===== config.mk =====
export PLATFORM = sky130hd
export DESIGN_NAME = line_uniformity_stats
export DESIGN_NICKNAME = d
export VERILOG_FILES = /design/src/rtl/line_uniformity_stats.sv
export SDC_FILE = /design/constraint.sdc
export NUM_CORES = 1
export LEC_CHECK = 0
export BUFFER_PORTS_ARGS = -buffer_cell sky130_fd_sc_hd__buf_2
export CORE_MARGIN = 4
export CORE_UTILIZATION = 44
export DETAILED_ROUTE_END_ITERATION = 6
export GPL_TIMING_DRIVEN = 0
export PLACE_DENSITY_LB_ADDON = 0.3
export SYNTH_ARGS = -nofsm -noshare
export SYNTH_HDL_FRONTEND = slang
export SYNTH_SLANG_ARGS = --single-unit

===== constraint.sdc =====
create_clock -name clk -period 6.94 [get_ports clk]
set_clock_uncertainty 0.05 [all_clocks]
set_input_delay 1.041 -clock clk [delete_from_list [all_inputs] [get_ports clk]]
set_output_delay 1.041 -clock clk [all_outputs]
set_load 0.01 [all_outputs]

===== src/rtl/line_uniformity_stats.sv =====
module line_uniformity_stats #(
  parameter int DW   = 12,
  parameter int NPIX = 10680
) (
  input  logic            clk,
  input  logic            rst_n,
  input  logic            i_valid,
  input  logic            i_sol,
  input  logic            i_eol,
  input  logic            i_pix_ok,
  input  logic [DW-1:0]   i_data,
  input  logic            i_dark,
  output logic            o_done,
  output logic [DW-1:0]   o_mean,
  output logic [DW-1:0]   o_peak_dev,
  output logic [DW+14:0]  o_pct,
  output logic            o_zero_err,
  output logic            o_cnt_err
);
  localparam int CW  = $clog2(NPIX + 2);
  localparam int SW  = DW + $clog2(NPIX + 1);
  localparam int PW  = DW + 15;
  localparam int NW  = (SW > PW) ? SW : PW;
  localparam int DVW = (DW > CW) ? DW : CW;
  localparam int IW  = $clog2(NW + 1);

  typedef enum logic [1:0] {ST_ACC, ST_DIVM, ST_DEV, ST_DIVP} st_t;
  st_t st;

  logic [CW-1:0]  cnt;
  logic [SW-1:0]  sum;
  logic [DW-1:0]  mn, mx;
  logic           dark_q;
  logic [DVW-1:0] rem, dvs;
  logic [NW-1:0]  quo;
  logic [IW-1:0]  it;
  logic [DW-1:0]  mean_t, dev_t;

  // next accumulator values for the current beat
  logic [CW-1:0] b_cnt, n_cnt;
  logic [SW-1:0] b_sum, n_sum;
  logic [DW-1:0] b_mn, b_mx, n_mn, n_mx;
  logic          take;

  assign b_cnt = i_sol ? '0 : cnt;
  assign b_sum = i_sol ? '0 : sum;
  assign b_mn  = i_sol ? '1 : mn;
  assign b_mx  = i_sol ? '0 : mx;
  assign take  = i_pix_ok && (b_cnt < CW'(NPIX));
  assign n_sum = take ? b_sum + SW'(i_data) : b_sum;
  assign n_mn  = (take && i_data < b_mn) ? i_data : b_mn;
  assign n_mx  = (take && i_data > b_mx) ? i_data : b_mx;
  assign n_cnt = (i_pix_ok && b_cnt <= CW'(NPIX)) ? b_cnt + 1'b1 : b_cnt;

  // one restoring-division step
  logic [DVW:0]   r_sh;
  logic           r_ge;
  logic [DVW-1:0] r_nx;
  logic [NW-1:0]  q_nx;

  assign r_sh = {rem, quo[NW-1]};
  assign r_ge = r_sh >= {1'b0, dvs};
  assign r_nx = r_ge ? DVW'(r_sh - {1'b0, dvs}) : DVW'(r_sh);
  assign q_nx = {quo[NW-2:0], r_ge};

  // deviation from the freshly divided mean
  logic [DW-1:0] q_mean, d_hi, d_lo, dev_c;
  assign q_mean = quo[DW-1:0];
  assign d_hi   = (mx >= q_mean) ? mx - q_mean : '0;
  assign d_lo   = (q_mean >= mn) ? q_mean - mn : '0;
  assign dev_c  = (d_hi > d_lo) ? d_hi : d_lo;

  always_ff @(posedge clk or negedge rst_n) begin
    if (!rst_n) begin
      st <= ST_ACC;
      cnt <= '0; sum <= '0; mn <= '1; mx <= '0;
      dark_q <= 1'b0;
      rem <= '0; dvs <= '0; quo <= '0; it <= '0;
      mean_t <= '0; dev_t <= '0;
      o_done <= 1'b0; o_mean <= '0; o_peak_dev <= '0; o_pct <= '0;
      o_zero_err <= 1'b0; o_cnt_err <= 1'b0;
    end else begin
      o_done <= 1'b0;
      case (st)
        ST_ACC: if (i_valid) begin
          cnt <= n_cnt; sum <= n_sum; mn <= n_mn; mx <= n_mx;
          if (i_eol) begin
            dark_q <= i_dark;
            rem <= '0;
            quo <= NW'(n_sum);
            dvs <= DVW'(NPIX);
            it  <= '0;
            st  <= ST_DIVM;
          end
        end
        ST_DIVM: begin
          rem <= r_nx; quo <= q_nx; it <= it + 1'b1;
          if (it == IW'(NW - 1)) st <= ST_DEV;
        end
        ST_DEV: begin
          mean_t <= q_mean;
          dev_t  <= dev_c;
          if (dark_q || q_mean == '0) begin
            o_done     <= 1'b1;
            o_mean     <= q_mean;
            o_peak_dev <= dev_c;
            o_pct      <= dark_q ? '0 : '1;
            o_zero_err <= !dark_q;
            o_cnt_err  <= cnt != CW'(NPIX);
            st <= ST_ACC;
          end else begin
            rem <= '0;
            quo <= NW'(dev_c) * NW'(25600);
            dvs <= DVW'(q_mean);
            it  <= '0;
            st  <= ST_DIVP;
          end
        end
        default: begin
          rem <= r_nx; quo <= q_nx; it <= it + 1'b1;
          if (it == IW'(NW - 1)) begin
            o_done     <= 1'b1;
            o_mean     <= mean_t;
            o_peak_dev <= dev_t;
            o_pct      <= q_nx[PW-1:0];
            o_zero_err <= 1'b0;
            o_cnt_err  <= cnt != CW'(NPIX);
            st <= ST_ACC;
          end
        end
      endcase
    end
  end

  AST_DONE_PULSE: assert property (@(posedge clk) disable iff (!rst_n)
    o_done |=> !o_done);
  AST_HOLD_RESULT: assert property (@(posedge clk) disable iff (!rst_n)
    !o_done |-> $stable(o_mean) && $stable(o_pct));
  AST_MEAN_IN_RANGE: assert property (@(posedge clk) disable iff (!rst_n)
    (o_done && !o_cnt_err) |-> (o_mean >= mn && o_mean <= mx));
  AST_DEV_LE_SPREAD: assert property (@(posedge clk) disable iff (!rst_n)
    (o_done && !o_cnt_err) |-> (o_peak_dev <= mx - mn));
  AST_ZERO_SAT: assert property (@(posedge clk) disable iff (!rst_n)
    (o_done && o_zero_err) |-> (&o_pct));
  AST_DARK_NO_PCT: assert property (@(posedge clk) disable iff (!rst_n)
    (o_done && dark_q) |-> (o_pct == '0 && !o_zero_err));
endmodule


After elaboration in Yosys (flattened, before gate mapping)
Cells that the tools add are included.
Cells by class
  bitwise operators: 1
  mux-type cells: 53
  $lt $le $gt $ge: 8
  shifts and indexed selects: 0
  multiply operators: 1
  reductions and logical operators: 18
  eq/ne operators: 9
  divide/modulo/power cells: 0
  $add $sub $neg: 6
Operators with widths (number)
  $mux 27: 6
  $mux 12: 11
  $mux 14: 9
  $pmux 27 s2: 2
  $pmux 14 s2: 2
  $mux 26: 2
  $pmux 12 s2: 2
  $add 26x12->26: 1
  $ge 12x12->1: 2
  $gt 12x12->1: 2
  $sub 12x12->12: 2
  $mul 12x5->17 const B: 1
  $ge 15x14->1: 1
  $mux 5: 3
  $add 14x1->14 const B: 1
  $le 14x14->1 const B: 1
  $lt 14x14->1 const B: 1
  $ne 14x14->1 const B: 1
  $sub 14x14->14: 1
  $logic_not 12->1: 1
  $lt 12x12->1: 1
  $mux 2: 5
  $ne 2x2->1 const B: 5
  $pmux 5 s2: 1
  18 further kinds: 32
Storage, ports and cells
  bits in writable memories: 0
  logic and storage cells: 114
  memories kept: 0
  latch bits: 0
  input bits: 19
  ROM bits: 0
  output and inout bits: 54
  bits in registers: 205

Depth between registers and ports, before layout
Gate-level depths: netlist of run 1.
  depth in word-level cells: 7
  gate-level depth with buffers: 34
  gate-level depth less buffers: 33

Worst setup path before layout of run 1
OpenSTA, ideal clock, no wires.
  path kind: reg-to-reg
  start point: register mn[1]
  end point: register quo[23]
  stages on the path, launching flop included: 33
  library setup time: 0.138 ns
  data arrival time: 6.520 ns
  data required time: 6.752 ns
  path slack: 0.232 ns
  buffers on the path: 1
  clock period less this slack: 6.708 ns
  cell sequence: dfstp_2 inv_1 ha_1 nor2b_1 o21a_1 o21ai_0 a311o_1 o21a_1 o21ai_0 mux2i_1 inv_1 ha_1 and3_1 nand3_1 nor3_1 and3_1 a31o_2 buf_6 mux2_4 inv_1 ha_1 ha_1 inv_1 fa_1 inv_1 ha_1 or3_1 o211a_1 a41oi_1 nor2b_1 xnor2_1 a222oi_1 o21ai_0
On the way
  word-level cells in the longest chain between the ends: 7
  elaborated cells on any way between the ends: 8
  classes of those cells: 1 x add/sub; 1 x mul; 2 x order compare; 4 x mux
Ends and longest elaborated chain
  from (decl): line 32  | logic [DW-1:0] mn, mx;
  from (signal assigned): line 86  | cnt <= n_cnt; sum <= n_sum; mn <= n_mn; mx <= n_mx;
  $sub 12x12->12 or $ge 12x12->1 (tied branches): line 70  | assign d_lo = (q_mean >= mn) ? q_mean - mn : '0;
  $mux 12 (*): line 70
  $gt 12x12->1: line 71  | assign dev_c = (d_hi > d_lo) ? d_hi : d_lo;
  $mux 12 (*): line 71
  named net dev_c[4]: line 67  | logic [DW-1:0] q_mean, d_hi, d_lo, dev_c;
  $mul 12x5->17 (*): line 113  | quo <= NW'(dev_c) * NW'(25600);
  $mux 27 (*): line 103  | if (dark_q || q_mean == '0) begin
  $pmux 27 s2 (*): line 84  | case (st)
  to (signal assigned): line 90  | quo <= NW'(n_sum);
  to (signal assigned): line 113
  to (signal assigned): line 120  | rem <= r_nx; quo <= q_nx; it <= it + 1'b1;
  to (decl): line 35  | logic [NW-1:0] quo;
Mark *: on every way through the listed nets, which the timed path passes. The rest lies on a longest branch. The select of a mux whose other input is x is not followed.
A chain may end at the register's enable or synchronous reset.

Worst setup path in the final report of run 1
  start point: register mn[5]
  end point: register quo[23]
Same word-level chain as after synthesis.

==> results of run 1 <==
[synthesized netlist by cell type, types with 6 or more instances]
cell and count:
o21bai_1 7, nand3_1 30, o21ai_0 159, xor2_1 27
nand2b_1 12, o21a_1 11, dfrtp_1 192, fa_1 10
o221ai_1 13, or3_1 6, nor3_1 24, a211oi_1 11
mux2_2 15, and2_1 9, nor2_1 86, nand2_1 215
a31oi_1 29, inv_1 108, dfstp_2 12, and3_1 9
mux2i_1 49, a22oi_1 14, nor2b_1 38, a21o_1 22
a21oi_1 75, nor4_1 8, nand4_1 15, ha_1 128
clkbuf_1 64, xnor2_1 41, o211ai_1 8
[per-layer routing]
metal	vias up	track usage, %	share of wire (%)
met5	-	0	0
met4	0	6.83	3.7
met3	104	4.34	7.3
met2	431	35.3	44
met1	5827	32.7	45
li1	5691	-	-
[registers in the layout, summed over array words and instances (netlist names), 13 cells and up]
signal and flops:
cnt 14, dvs 13, o_pct 27, quo 27, rem 14, sum 26
[cell usage in the layout (no fill, tap or decap), types with 38 or more instances in the layout]
master	instances
dfrtp_1	187
mux2i_1	47
nand2_1	214
clkbuf_1	72
ha_1	106
o21ai_0	149
xnor2_1	38
inv_1	92
buf_2	72
a21oi_1	67
nor2_1	85
[tightest hold or removal path, stage by stage (launching register included)]
cell and delay [ps]:
dfrtp_1 330, nand2_1 40, o21ai_0 50
[final timing paths]
| check | from | endpoint | cells after the start |
|---|---|---|---|
| max reg2reg | mn[5] | quo[23] | 30 |
| min | o_pct[19] | o_pct[19] | 2 |
| max | mn[5] | quo[23] | 30 |
| min in group asynchronous | rst_n | cnt[4] | 1 |
| min reg2reg | o_pct[19] | o_pct[19] | 2 |
| max in group asynchronous | rst_n | dev_t[2] | 2 |
[cells by family after synthesis]
family | after synthesis | share of synthesized area [%]
buf+inv | 183 | 5.14
fa+ha+maj | 138 | 13.2
compound gates | 407 | 18.6
mux | 73 | 5.82
xor+xnor | 68 | 4.35
simple gates | 468 | 15.5
flops | 204 | 37.4
[timing repair]
item | in CTS | in global routing
hold endpoints to repair | 0 | 0
endpoints found under the setup margin | 12 | 9
setup buffers | 19 | 15
pin swaps | 22 | 45
cloned | 1 | 0
resized for setup | 52 | 61
[per-stage QoR]
stage | setup slack (ps) | TNS (ps) | utilization [%] | instances | cell area (um^2)
floorplan | 232 | 0 | - | 1541 | 13700
global placement | -1350 | -9700 | 47.4 | 2008 | 14500
detailed placement | -1450 | -10280 | 47.5 | 2009 | 14600
CTS | 2.42 | 0 | 51.6 | 2073 | 15800
global route | -295 | -1460 | 52.9 | 2087 | 16200
finish | -85.3 | -163 | 52.9 | 2088 | 16200
[cell type report]
| cell class | count | area, um^2 | area share (%) |
|---|---|---|---|
| Antenna cell | 1 | 2.50 | 0.0154 |
| Buffer | 73 | 302 | 1.86 |
| Clock buffer | 40 | 742 | 4.58 |
| Clock inverter | 4 | 76.3 | 0.471 |
| Inverter | 109 | 417 | 2.57 |
| Multi-Input combinational cell | 1154 | 8370 | 51.6 |
| Sequential cell | 204 | 5130 | 31.6 |
| Tap cell | 396 | 495 | 3.06 |
| Timing Repair Buffer | 107 | 679 | 4.19 |
==> flow_summary_export.csv, run 1 <==
group,metric,value,unit
place,place_congestion,0.928,
setup_path,critPathCaptureType,"flop",
die,core_region_area,30700,um^2
routing,post_drt_wl_per_cell,19.1,um
die,dieArea,34000,um^2
logic_synthesis,syn_inst,1541,
logic_synthesis,synth_top_flop_cell,"dfrtp_1",
global_routing,grt_pass1_wl,62600,um
die,die_y,184,um
flow_run,maxCapViolCount,0,
logic_synthesis,yosys_warnings,0,
sta,fmax,142,MHz
logic_synthesis,syn_area_per_cell,8.88,um^2
cts,clk_pin_slew,60,ps
setup_path,path_max_fanout,5,
setup_path,crit_path_max_incr_delay,570,ps
sta,rsz0062_at_grt,"true",
place,dp.final_hpwl,29700,um
setup_path,cp.arrival,7360,ps
setup_path,start_kind,"flop",
die,initial_core_util,44.6,%
routing,via_per_inst,5.77,
routing,vias,12100,
logic_synthesis,async_flop_share,100,%
status,violations,"negative setup slack",
sta,layout_min_cycle_time,7030,ps
cts,clk_latency,520,ps
global_routing,grt_antenna_before_repair,0,
global_routing,grt_max_degree,120,
routing,dr.pass1.iters,6,
logic_synthesis,ys_types,75,
setup_path,critical_path_class,"flop to flop",
logic_synthesis,synth_edf_count,0,
setup_path,path_buf_inv,6,
setup_path,cp_slowest_cell,"dfstp_2",
place,portBuffers,71,
cts,cts.sinks,204,
global_routing,globalRoute.totalOverflow,0,
cts,cts_buffer_depth,3,
layout,nets,1831,
setup_path,critPathTopFamily,"compound AO/OA/AOI/OAI gates",
layout,syn_to_final_growth,18.4,%
sta,finalSetupViolations,3,
setup_path,crit_top_cell,"ha_4",
global_routing,grtUsageTotal,22.8,%
routing,wirelength,40000,um
cts,tritoncts,"yes",
logic_synthesis,syn-num-nets,1698,
sta,hold_viol,0,
logic_synthesis,syn-cell-area,13700,um^2
sta,tightest_slew,855,ps
cts,root_buffer,"clkbuf_16",
sta,maxSlewViolCount,0,
logic_synthesis,ys_ff_latch,204,
routing,drc_errors,0,
status,status,"finished with violations",
min_path,hold_path.class,"flop to flop",
die,ios,73,
logic_synthesis,ys_seq_area_share,37.4,%
sta,slew_headroom,42.6,%
routing,drt_iter0_markers,960,
die,die_w,184,um
cts,cts_htree_levels,1,
logic_synthesis,yosysTopAreaCellShare,35.1,%
die,fp-row-count,64,
logic_synthesis,synthTopCellsByArea,"dfrtp_1 (35%), ha_1 (12%), nand2_1 (5.9%)",
cts,numCtsBuffers,25,
logic_synthesis,synth_area_leader_cell,"dfrtp_1",
setup_path,r2r_slack,-90,ps
sta,timing.final.crit_share,101,%
global_routing,grt_pass1_vias,11600,
sta,whs,417,ps
cts,ctsHoldBuffers,0,
layout,drive_gt1_share,16.9,%
layout,fill_cells,2806,
sta,setup_ws,-85.3,ps
setup_path,cp.required,7280,ps
routing,detail-route-antenna-nets,0,
Power of run 1 is left out: the tool's default activity adds up to more than one toggle a clock period on the data nets, which glitch-free logic cannot reach.
==> run 2: changes to the inputs <==
Clock period 6.94 ns to 6.2 ns, I/O delays scaled along.
==> flow_summary_export.csv, run 2 (synthesis gave the netlist of run 1 again) <==
group,metric,value,unit
setup_path,cp.required,6540,ps
routing,drt_iter0_markers,1072,
routing,met3_length,2990,um
layout,instances_no_fill,2108,
flow_run,maxCapViolCount,0,
cts,cts_htree_levels,1,
die,core_region_area,30700,um^2
place,dp.cells,2009,
sta,rsz0062_at_grt,"true",
routing,dr_wl_met2,17700,um
setup_path,critPathCaptureType,"flop",
sta,timing.final.crit_share,113,%
place,portBuffers,71,
routing,wirelength,40900,um
routing,met1_length,18900,um
die,dieArea,34000,um^2
routing,dr.pass1.iters,7,
sta,whs,344,ps
status,status,"finished with violations",
cts,tritoncts,"yes",
setup_path,crit_path_max_incr_delay,490,ps
global_routing,globalRoute.totalOverflow,0,
global_routing,grt_max_degree,109,
routing,detail-route-antenna-nets,0,
die,die_y,184,um
setup_path,cp_slowest_cell,"fa_1",
cts,root_buffer,"clkbuf_16",
min_path,hold_path.class,"input port to async pin",
die,fp-row-count,64,
global_routing,grt_pass1_vias,11800,
layout,layout_common_cells,"nand2_1 (213), dfrtp_1 (188), o21ai_0 (149), ha_1 (103), inv_1 (93)",
routing,via_per_inst,5.74,
layout,drive_gt1_share,19.0,%
global_routing,grtUsageTotal,23.6,%
layout,syn_to_final_growth,21.4,%
setup_path,crit_top_cell,"ha_4",
cts,clk_pin_slew,70,ps
setup_path,start_kind,"flop",
setup_path,path_max_fanout,4,
place,place_congestion,0.944,
layout,reg_top3,"o_pct (27), quo (27), sum (26)",
layout,layout_commonest_cell,"nand2_1",
die,die_w,184,um
cts,cts_buffer_depth,3,
setup_path,critical_path_class,"flop to flop",
sta,tightest_slew,952,ps
status,violations,"negative setup slack",
routing,post_drt_wl_per_cell,19.4,um
cts,ctsHoldBuffers,0,
sta,layout_min_cycle_time,7020,ps
global_routing,grt_antenna_before_repair,0,
setup_path,critPathTopFamily,"compound AO/OA/AOI/OAI gates",
cts,clk_latency,530,ps
die,initial_core_util,44.6,%
routing,vias,12100,
place,dp.final_hpwl,29800,um
sta,slew_headroom,36.0,%
layout,diodes,0,
global_routing,grt_pass1_wl,64800,um
setup_path,cp.arrival,7360,ps
cts,numCtsBuffers,24,
sta,maxSlewViolCount,0,
routing,top_layer,"met4",
layout,nets,1851,
sta,finalSetupViolations,10,
setup_path,path_buf_inv,7,
routing,drc_errors,0,
sta,hold_viol,0,
die,ios,73,
cts,cts.sinks,204,
sta,setup_ws,-817,ps
sta,fmax,143,MHz
run 2: routing by layer:
layer | track usage (%) | vias up
li1 | - | 5742
met1 | 34.9 | 5871
met2 | 36.0 | 399
met3 | 4.24 | 93
met4 | 6.15 | 0
met5 | 0 | -
run 2: path summary, 6_finish.rpt:
| kind | start | to | slack (ps) | cells past startpoint |
|---|---|---|---|---|
| min | rst_n | cnt[9] | 340 | 1 |
| max | quo[0] | quo[23] | -820 | 33 |
| min in group clk | o_pct[7] | o_pct[7] | 420 | 2 |
| max reg2reg | quo[0] | quo[23] | -820 | 33 |
| max in group asynchronous | rst_n | o_pct[0] | 4730 | 2 |
| min reg2reg | o_pct[7] | o_pct[7] | 420 | 2 |
run 2: through the flow:
stage / utilization, % / TNS [ps] / setup WS [ps] / instance area (um^2)
after floorplan: - / -616 / -143 / 13800
after global placement: 47.8 / -12230 / -1450 / 14700
after detailed placement: 47.9 / -13540 / -1550 / 14700
after CTS: 53.5 / -3240 / -516 / 16400
after global routing: 54.2 / -8100 / -1100 / 16600
final: 54.2 / -5480 / -817 / 16600
run 2: worst register-to-register path, delay by kind of cell, from the launching register on:
kind / cells / cell delay, ps
multiplexers: 1 / 320
flip-flops: 1 / 390
XOR/XNOR: 1 / 90
buffers and inverters: 7 / 670
AND/OR/NAND/NOR: 7 / 1390
adder cells (fa/ha/maj): 7 / 1960
AO/OA/AOI/OAI: 10 / 2000
run 2: repair_timing:
action,4_1_cts,5_1_grt
setup endpoints to repair,13,11
buffers inserted,46,10
resized for setup,84,26
gates cloned,1,0
pin swaps,59,27
run 2: layout make-up:
| class | instances | area, um^2 |
|---|---|---|
| Buffer | 73 | 299 |
| Clock buffer | 28 | 657 |
| Clock inverter | 16 | 216 |
| Fill cell | 2763 | 14000 |
| Inverter | 109 | 423 |
| Multi-Input combinational cell | 1154 | 8510 |
| Sequential cell | 204 | 5120 |
| Tap cell | 396 | 495 |
| Timing Repair Buffer | 128 | 897 |
Power of run 2 is left out for the same reason.
